### src/rtl/bg_pkg.sv
package bg_pkg;
  localparam int unsigned DIV_W = 8;
  localparam int unsigned PRE_W = 6;
  localparam int unsigned BIT_W = 9;

  typedef enum logic [1:0] {
    MODE_ASYNC = 2'b00,
    MODE_SYNC  = 2'b01,
    MODE_SC0   = 2'b10,
    MODE_SC1   = 2'b11
  } chan_mode_e;

  function automatic logic [BIT_W-1:0] etu_periods(input logic [2:0] code);
    case (code)
      3'b000:  etu_periods = BIT_W'(32);
      3'b001:  etu_periods = BIT_W'(64);
      3'b011:  etu_periods = BIT_W'(256);
      default: etu_periods = BIT_W'(372);
    endcase
  endfunction

  function automatic logic [BIT_W-1:0] periods_per_bit(input logic [1:0] mode,
                                                       input logic half,
                                                       input logic [2:0] code);
    case (mode)
      MODE_ASYNC: periods_per_bit = half ? BIT_W'(8) : BIT_W'(16);
      MODE_SYNC:  periods_per_bit = BIT_W'(2);
      default:    periods_per_bit = etu_periods(code);
    endcase
  endfunction
endpackage

### src/rtl/bg_prescaler.sv
module bg_prescaler #(
  parameter int unsigned PRE_W = 6
) (
  input  logic       clk,
  input  logic       rst_n,
  input  logic       run,
  input  logic [1:0] sel,
  output logic       tick
);
  logic [PRE_W-1:0] cnt_q, cnt_d, limit;
  logic             cnt_en;

  always_comb begin
    case (sel)
      2'd0:    limit = PRE_W'(0);
      2'd1:    limit = PRE_W'(3);
      2'd2:    limit = PRE_W'(15);
      default: limit = PRE_W'(63);
    endcase
  end

  assign tick = run && (cnt_q == limit);

  always_comb begin
    cnt_en = 1'b1;
    if (!run)      cnt_d = '0;
    else if (tick) cnt_d = '0;
    else           cnt_d = cnt_q + PRE_W'(1);
  end

  always_ff @(posedge clk or negedge rst_n) begin
    if (!rst_n)      cnt_q <= '0;
    else if (cnt_en) cnt_q <= cnt_d;
  end
endmodule

### src/rtl/bg_divider.sv
module bg_divider #(
  parameter int unsigned DIV_W = 8
) (
  input  logic             clk,
  input  logic             rst_n,
  input  logic             run,
  input  logic             step,
  input  logic [DIV_W-1:0] divisor,
  output logic             base_tick
);
  logic [DIV_W-1:0] cnt_q, cnt_d;
  logic             phase_q, phase_d;
  logic             half_tick, cnt_en;

  assign half_tick = step && (cnt_q == divisor);
  assign base_tick = half_tick && phase_q;

  always_comb begin
    cnt_en  = step || !run;
    cnt_d   = cnt_q;
    phase_d = phase_q;
    if (!run) begin
      cnt_d   = '0;
      phase_d = 1'b0;
    end else if (half_tick) begin
      cnt_d   = '0;
      phase_d = !phase_q;
    end else begin
      cnt_d = cnt_q + DIV_W'(1);
    end
  end

  always_ff @(posedge clk or negedge rst_n) begin
    if (!rst_n) begin
      cnt_q   <= '0;
      phase_q <= 1'b0;
    end else if (cnt_en) begin
      cnt_q   <= cnt_d;
      phase_q <= phase_d;
    end
  end
endmodule

### src/rtl/bg_bitcnt.sv
module bg_bitcnt #(
  parameter int unsigned BIT_W = 9
) (
  input  logic             clk,
  input  logic             rst_n,
  input  logic             run,
  input  logic             base_tick,
  input  logic [BIT_W-1:0] per_bit,
  input  logic             mid_en,
  output logic             bit_tick,
  output logic             mid_tick
);
  logic [BIT_W-1:0] cnt_q, cnt_d, last, mid_at;
  logic             cnt_en;

  assign last     = per_bit - BIT_W'(1);
  assign mid_at   = (per_bit >> 1) - BIT_W'(1);
  assign bit_tick = base_tick && (cnt_q == last);
  assign mid_tick = base_tick && mid_en && (cnt_q == mid_at);

  always_comb begin
    cnt_en = base_tick || !run;
    if (!run)          cnt_d = '0;
    else if (bit_tick) cnt_d = '0;
    else               cnt_d = cnt_q + BIT_W'(1);
  end

  always_ff @(posedge clk or negedge rst_n) begin
    if (!rst_n)      cnt_q <= '0;
    else if (cnt_en) cnt_q <= cnt_d;
  end
endmodule

### src/rtl/bitrate_gen.sv
module bitrate_gen
  import bg_pkg::*;
(
  input  logic             clk,
  input  logic             rst_n,
  input  logic             wr_en,
  input  logic [DIV_W-1:0] wr_data,
  output logic [DIV_W-1:0] rd_data,
  input  logic             tx_en,
  input  logic             rx_en,
  input  logic [1:0]       mode_sel,
  input  logic             half_base,
  input  logic [1:0]       clk_sel,
  input  logic [2:0]       etu_sel,
  output logic             base_tick,
  output logic             bit_tick,
  output logic             mid_tick
);
  logic             run, pre_tick, div_load, mid_en;
  logic [DIV_W-1:0] div_q;
  logic [BIT_W-1:0] per_bit;

  assign run      = tx_en || rx_en;
  assign div_load = wr_en && !run;
  assign rd_data  = div_q;
  assign per_bit  = periods_per_bit(mode_sel, half_base, etu_sel);
  assign mid_en   = (mode_sel == MODE_ASYNC);

  always_ff @(posedge clk or negedge rst_n) begin
    if (!rst_n)        div_q <= '1;
    else if (div_load) div_q <= wr_data;
  end

  bg_prescaler #(.PRE_W(PRE_W)) u_pre (
    .clk(clk), .rst_n(rst_n), .run(run), .sel(clk_sel), .tick(pre_tick)
  );

  bg_divider #(.DIV_W(DIV_W)) u_div (
    .clk(clk), .rst_n(rst_n), .run(run), .step(pre_tick),
    .divisor(div_q), .base_tick(base_tick)
  );

  bg_bitcnt #(.BIT_W(BIT_W)) u_bit (
    .clk(clk), .rst_n(rst_n), .run(run), .base_tick(base_tick),
    .per_bit(per_bit), .mid_en(mid_en),
    .bit_tick(bit_tick), .mid_tick(mid_tick)
  );
endmodule

### config.mk
export PLATFORM = sky130hd
export DESIGN_NAME = bitrate_gen
export DESIGN_NICKNAME = d
export VERILOG_FILES = /design/src/rtl/bg_pkg.sv /design/src/rtl/bg_prescaler.sv /design/src/rtl/bg_divider.sv /design/src/rtl/bg_bitcnt.sv /design/src/rtl/bitrate_gen.sv
export SDC_FILE = /design/constraint.sdc
export NUM_CORES = 1
export LEC_CHECK = 0
export BUFFER_PORTS_ARGS = -buffer_cell sky130_fd_sc_hd__buf_2
export CAP_MARGIN = 20
export CELL_PAD_IN_SITES_DETAIL_PLACEMENT = 0
export CELL_PAD_IN_SITES_GLOBAL_PLACEMENT = 1
export CORE_AREA = 2 2 78 80
export CTS_BUF_LIST = sky130_fd_sc_hd__clkbuf_4
export DETAILED_ROUTE_END_ITERATION = 7
export DIE_AREA = 0 0 80 82
export PLACE_DENSITY_LB_ADDON = 0.15
export SKIP_CTS_REPAIR_TIMING = 1
export SYNTH_ARGS = -nofsm -noshare
export SYNTH_HDL_FRONTEND = slang
export SYNTH_SLANG_ARGS = --single-unit
### constraint.sdc
create_clock -name clk -period 5.2 [get_ports clk]
set_input_delay 1.04 -clock clk [delete_from_list [all_inputs] [get_ports clk]]
set_output_delay 1.04 -clock clk [all_outputs]
set_load 0.05 [all_outputs]
==> results.tsv, run 1 <==
stage	metric	value	unit
die	Die X-Extent	80	um
route	Initial DRC Count	75	
clock_tree	Num CTS Buffers	5	
timing	fmax	259	MHz
worst_setup_path	CP cell instances	buf_2, and3_1, a31oi_1, o221a_1, a2111oi_4, nor2b_1, buf_2	
timing	Final Skew	13.3	ps
run_status	status	finished, final reports clean	
final_layout	fillers	622	
timing	crit share post-route	74.4	%
synth	synthesized net count	220	
global_route	global-route wire length before repair	7470	um
synth	post-synth top area share	30.7	%
worst_setup_path	worst path bufs/invs	2	
final_layout	fin cells	302	
pwr	Power Internal	422	uW
worst_setup_path	crit-path most repeated cell	buf_2	
timing	Final min period	3870	ps
final_layout	layout net count	250	
clock_tree	CTS Buffer Depth	2	
synth	#FFs+latches synth	32	
route	ANT nets after route	0	
global_route	initial antenna violation count	0	
clock_tree	H-Tree Level Count	2	
clock_tree	Clock Latency Late Sink	340	ps
global_route	GRT Total Usage	14.8	%
timing	final max-slew violation count	0	
timing	Rel. slew slack	43.5	%
pwr	Clk pwr share	24.1	%
synth	EDFF count, synth	0	
pwr	VDD IR max	0.161	mV
flow_run	total of max-cap violations	0	
synth	ranking of synthesized cells by area	dfrtp_1 31%, dfstp_2 11%, xor2_1 5.8%, mux2_2 5.2%, xnor2_1 3.6%	
route	via count	1534	
worst_setup_path	Crit-path slowest cell	a2111oi_4	
pwr	switching pwr	225	uW
clock_tree	CTS sink cnt	32	
min_path	HP Class	register to register	
synth	Synth top cells by count	24 x dfrtp_1, 17 x nor2_1, 13 x xor2_1, 11 x nand2_1, 9 x mux2_2	
synth	post-synthesis async set-or-reset flop share	100	%
clock_tree	CTS tree	built	
synth	Cells after Synth	196	
placed_design	Final GP Congestion	0.704	
clock_tree	clk slew on worst S/H paths	90	ps
synth	Ys Warns	0	
pwr	Switching Fraction	34.8	%
synth	top_reg_cell synth	dfrtp_1	
route	drt pass-1 iters	4	
synth	Netlist cell types	52	
timing	final hold viol count	0	
pwr	Leak	0.986	nW
pwr	PD cells	291	nW/um^2
die	chip height	82	um
placed_design	Final HPWL DP	3030	um
pwr	sequential power share	50.3	%
timing	Worst-Margin Slew	843	ps
worst_setup_path	cell family with the largest share of critical-path delay	compound AO/OA/AOI/OAI gates	
die	row count	28	
final_layout	Antenna Cells	0	
synth	Post-Syn Area	1960	um^2
die	die area	6560	um^2
final_layout	Final Core Density	38.7	%
worst_setup_path	largest stage delay on the critical path	560	ps
final_layout	share of cells above drive strength 1	30.0	%
worst_setup_path	data required time of the worst path	4160	ps
global_route	Remaining Overflow, GRT	0	
worst_setup_path	startpoint types	input pin	
timing	Setup TNS Final	0	ps
route	Routed WL per cell	14.1	um
route	Via density	5.08	
worst_setup_path	crit-path max FO	14	
worst_setup_path	CP endpoint kind	output pin	
die	Starting Density	34.0	%
route	Post-Route WL	4270	um
final_layout	Area Overhead vs Synth	13.6	%
synth	area leader, netlist	dfrtp_1	
synth	syn avg cell area	9.98	um^2
synth	count leader, synth	dfrtp_1	
pwr	Comb pwr share	25.6	%
placed_design	I/O Buffers	31	
placed_design	cell count after placement	294	
route	Residual DRC	0	
synth	post-synthesis sequential area ratio	41.5	%
global_route	pin count of the biggest net entering global routing	33	
die	CORE AREA	5750	um^2
timing	setup violators final	0	
die	num ports	32	
timing	RSZ-0062 raised after global routing	no	
clock_tree	clk root buf	clkbuf_4	
global_route	vias in the first global route	1497	
timing	worst hold slack	499	ps
worst_setup_path	CP arrival	2830	ps
worst_setup_path	critical path type	input pin to output pin	
flip-flops by register name, summed over array words and instances (netlist names):
signal / cells
u_bit.cnt_q: 9
u_div.cnt_q: 8
u_pre.cnt_q: 6
u_div.phase_q: 1
rd_data: 8
power groups by stage:
stage / Combinational, mW / Clock [mW] / Sequential [mW]
6_report: 0.166 / 0.156 / 0.326
2_1_floorplan: 0.0828 / 0 / 0.365
3_3_place_gp: 0.168 / 0 / 0.330
5_1_grt: 0.184 / 0.175 / 0.332
3_5_place_dp: 0.169 / 0 / 0.330
4_1_cts: 0.169 / 0.165 / 0.326
area by class of cell:
class                      count  area, um^2  share of cell area (%)
multi-input combinational    152        1080                    48.8
sequential                    32         811                    36.5
timing repair buffer          32         163                    7.32
tap                           75        93.8                    4.22
clock buffer                   8        60.1                    2.70
inverter                       3        11.3                   0.507
placed cells by master (no fill, tap or decap), drive strengths merged, types with 5 or more instances in the layout:
master / n
buf: 32
dfrtp: 24
nor2: 17
xor2: 13
nand2: 11
o21ai: 11
mux2: 9
nor3: 8
xnor2: 8
clkbuf: 8
dfstp: 8
nand3: 8
a21o: 6
o2111ai: 5
a211oi: 5
logic make-up after synthesis:
| kind of cell | synth area share (%) |
|---|---|
| buffers and inverters | 3.13 |
| adder cells (fa/ha/maj) | 1.92 |
| flip-flops | 41.5 |
| multiplexers | 5.69 |
| XOR/XNOR | 9.41 |
| AND/OR/NAND/NOR | 20.2 |
| AO/OA/AOI/OAI | 18.2 |
through the flow:
step	setup slack [ps]	power (mW)	instance area (um^2)
2_1_floorplan	1310	0.448	1960
6_report	1330	0.647	2220
3_3_place_gp	1340	0.499	2160
3_5_place_dp	1330	0.500	2160
5_1_grt	1160	0.691	2220
4_1_cts	1320	0.660	2220
routing by layer:
layer	global-route usage, %	wire length (um)
met1	20.5	2150
met2	22.8	1900
met3	3.41	167
met4	4.58	59
met5	0	0
worst reg2reg max path: stages, from the launching register on:
cell and delay [ps]:
dfstp_2 570, xnor2_1 120, nand3_1 110, nor4_2 490, nand3_2 290, or2_4 360, o21ai_2 130
path summary, 6_finish.rpt:
| check | from | to | slack [ps] | depth (start not counted) |
|---|---|---|---|---|
| max in group asynchronous | rst_n | u_div.cnt_q[6] | 3970 | 1 |
| setup reg to reg | rd_data[2] | u_bit.cnt_q[3] | 3070 | 6 |
| hold / removal | u_pre.cnt_q[0] | u_pre.cnt_q[0] | 500 | 1 |
| hold reg to reg | u_pre.cnt_q[0] | u_pre.cnt_q[0] | 500 | 1 |
| min in group asynchronous | rst_n | u_bit.cnt_q[5] | 740 | 1 |
| setup / recovery | mode_sel[1] | bit_tick | 1330 | 7 |
(Power assumes the default switching activity.)
==> run 2: changes to the inputs <==
- clock period: 5.2 -> 3.9 ns (I/O delays scaled with it)
==> results.tsv, run 2 (synthesized netlist as in run 1, its figures left out) <==
stage	metric	value	unit
pwr	Leak	0.991	nW
global_route	vias in the first global route	1472	
placed_design	pre-CTS WS	751	ps
flow_run	total of max-cap violations	0	
timing	final hold viol count	0	
clock_tree	CTS sink cnt	32	
route	Post-Route WL	4240	um
pwr	VDD IR max	0.308	mV
global_route	GRT Total Usage	14.3	%
placed_design	I/O Buffers	31	
placed_design	Final HPWL DP	3060	um
clock_tree	clk root buf	clkbuf_4	
final_layout	commonest cells after routing, fill and taps aside	31 x buf_2, 24 x dfrtp_1, 17 x nor2_1	
die	CORE AREA	5750	um^2
worst_setup_path	crit-path max FO	9	
worst_setup_path	largest stage delay on the critical path	570	ps
global_route	initial antenna violation count	0	
pwr	PD cells	377	nW/um^2
clock_tree	Num CTS Buffers	5	
final_layout	share of cells above drive strength 1	29.7	%
worst_setup_path	critical path type	register to output pin	
timing	setup violators final	0	
timing	Setup TNS Final	0	ps
die	row count	28	
global_route	pin count of the biggest net entering global routing	33	
worst_setup_path	Setup crit start	rd_data[1]	
worst_setup_path	startpoint types	register	
clock_tree	CTS tree	built	
die	Die X-Extent	80	um
route	drt pass-1 iters	4	
final_layout	Largest register FFs	9	
route	Routed WL per cell	13.9	um
min_path	HP Class	register to register	
timing	Final Skew	6.53	ps
die	Starting Density	34.0	%
timing	RSZ-0062 raised after global routing	no	
worst_setup_path	Crit-path slowest cell	dfstp_2	
clock_tree	H-Tree Level Count	2	
final_layout	layout net count	252	
final_layout	Area Overhead vs Synth	14.0	%
placed_design	Final GP Congestion	0.724	
worst_setup_path	CP cell instances	xnor2_1, nand3_1, nor4_2, nand3_2, nor3_1, buf_2	
final_layout	Biggest register	u_bit.cnt_q	
final_layout	most common cell after layout, fill and taps aside	buf_2	
worst_setup_path	data required time of the worst path	3120	ps
min_path	Hold Crit Start	u_pre.cnt_q[0]	
route	Initial DRC Count	59	
route	ANT nets after route	0	
die	num ports	32	
worst_setup_path	CP endpoint kind	output pin	
die	die area	6560	um^2
timing	Final min period	3190	ps
clock_tree	CTS Buffer Depth	2	
route	via count	1563	
worst_setup_path	CP arrival	2410	ps
route	Via density	5.14	
global_route	Remaining Overflow, GRT	0	
timing	fmax	314	MHz
global_route	global-route wire length before repair	7290	um
final_layout	post-route cell area	2230	um^2
run_status	status	finished, final reports clean	
timing	Worst-Margin Slew	869	ps
die	chip height	82	um
clock_tree	clk slew on worst S/H paths	100	ps
worst_setup_path	reg-to-reg startpoint	u_pre.cnt_q[0]	
timing	final max-slew violation count	0	
route	Residual DRC	0	
clock_tree	Clock Latency Late Sink	320	ps
timing	Rel. slew slack	41.8	%
timing	worst hold slack	499	ps
placed_design	placed inst area	2180	um^2
timing	crit share post-route	81.7	%
timing	post-route setup slack	715	ps
final_layout	Antenna Cells	0	
[run 2: changes by cell type in the layout (fill, tap and decap cells not counted), sizes merged]
cell / delta
clkbuf: -2
clkinv: +2
buf: +2
[run 2: final timing paths]
check / end / slack, ps / cells past startpoint
max in group asynchronous: u_bit.cnt_q[3] / 2910 / 1
worst max-delay path: mid_tick / 710 / 6
min in group asynchronous: u_div.cnt_q[6] / 520 / 1
worst min-delay path: u_pre.cnt_q[0] / 500 / 1
worst max register to register: u_bit.cnt_q[4] / 1830 / 7
worst min register to register: u_pre.cnt_q[0] / 500 / 1
[run 2: cell type report]
cell class                      instances  area [um^2]
Multi-Input combinational cell        152         1080
Tap cell                               75         93.8
Clock buffer                            6         45.0
Fill cell                             610         3520
Clock inverter                          2         7.51
Sequential cell                        32          811
Timing Repair Buffer                   34          178
Inverter                                3         11.3
[run 2: power by group]
group / internal, mW / switching [mW] / leakage (nW)
clock network: 0.0738 / 0.111 / 0.0307
logic: 0.0880 / 0.135 / 0.546
registers: 0.383 / 0.0497 / 0.414
total: 0.544 / 0.296 / 0.991
[run 2: layer usage]
| metal | vias to the layer above | track usage [%] | routed length, um |
|---|---|---|---|
| met2 | 31 | 21.3 | 1920 |
| met1 | 744 | 20.9 | 2140 |
| li1 | 786 | - | - |
| met3 | 2 | 3.41 | 162 |
| met5 | - | 0 | 0 |
| met4 | 0 | 3.56 | 21 |
[run 2: stage by stage]
stage	total power [mW]	util (%)	instances
after CTS	0.855	38.8	304
after global placement	0.664	37.9	296
after global routing	0.900	38.8	304
final	0.840	38.8	304
after floorplan	0.597	-	196
after detailed placement	0.664	37.9	296
[run 2: critical path: cells and delay by family (launching register included)]
| kind | cells | cell delay [ps] |
|---|---|---|
| and+or+nand+nor | 4 | 1090 |
| buffers and inverters | 1 | 300 |
| xor gates and xnor gates | 1 | 120 |
| DFF | 1 | 570 |
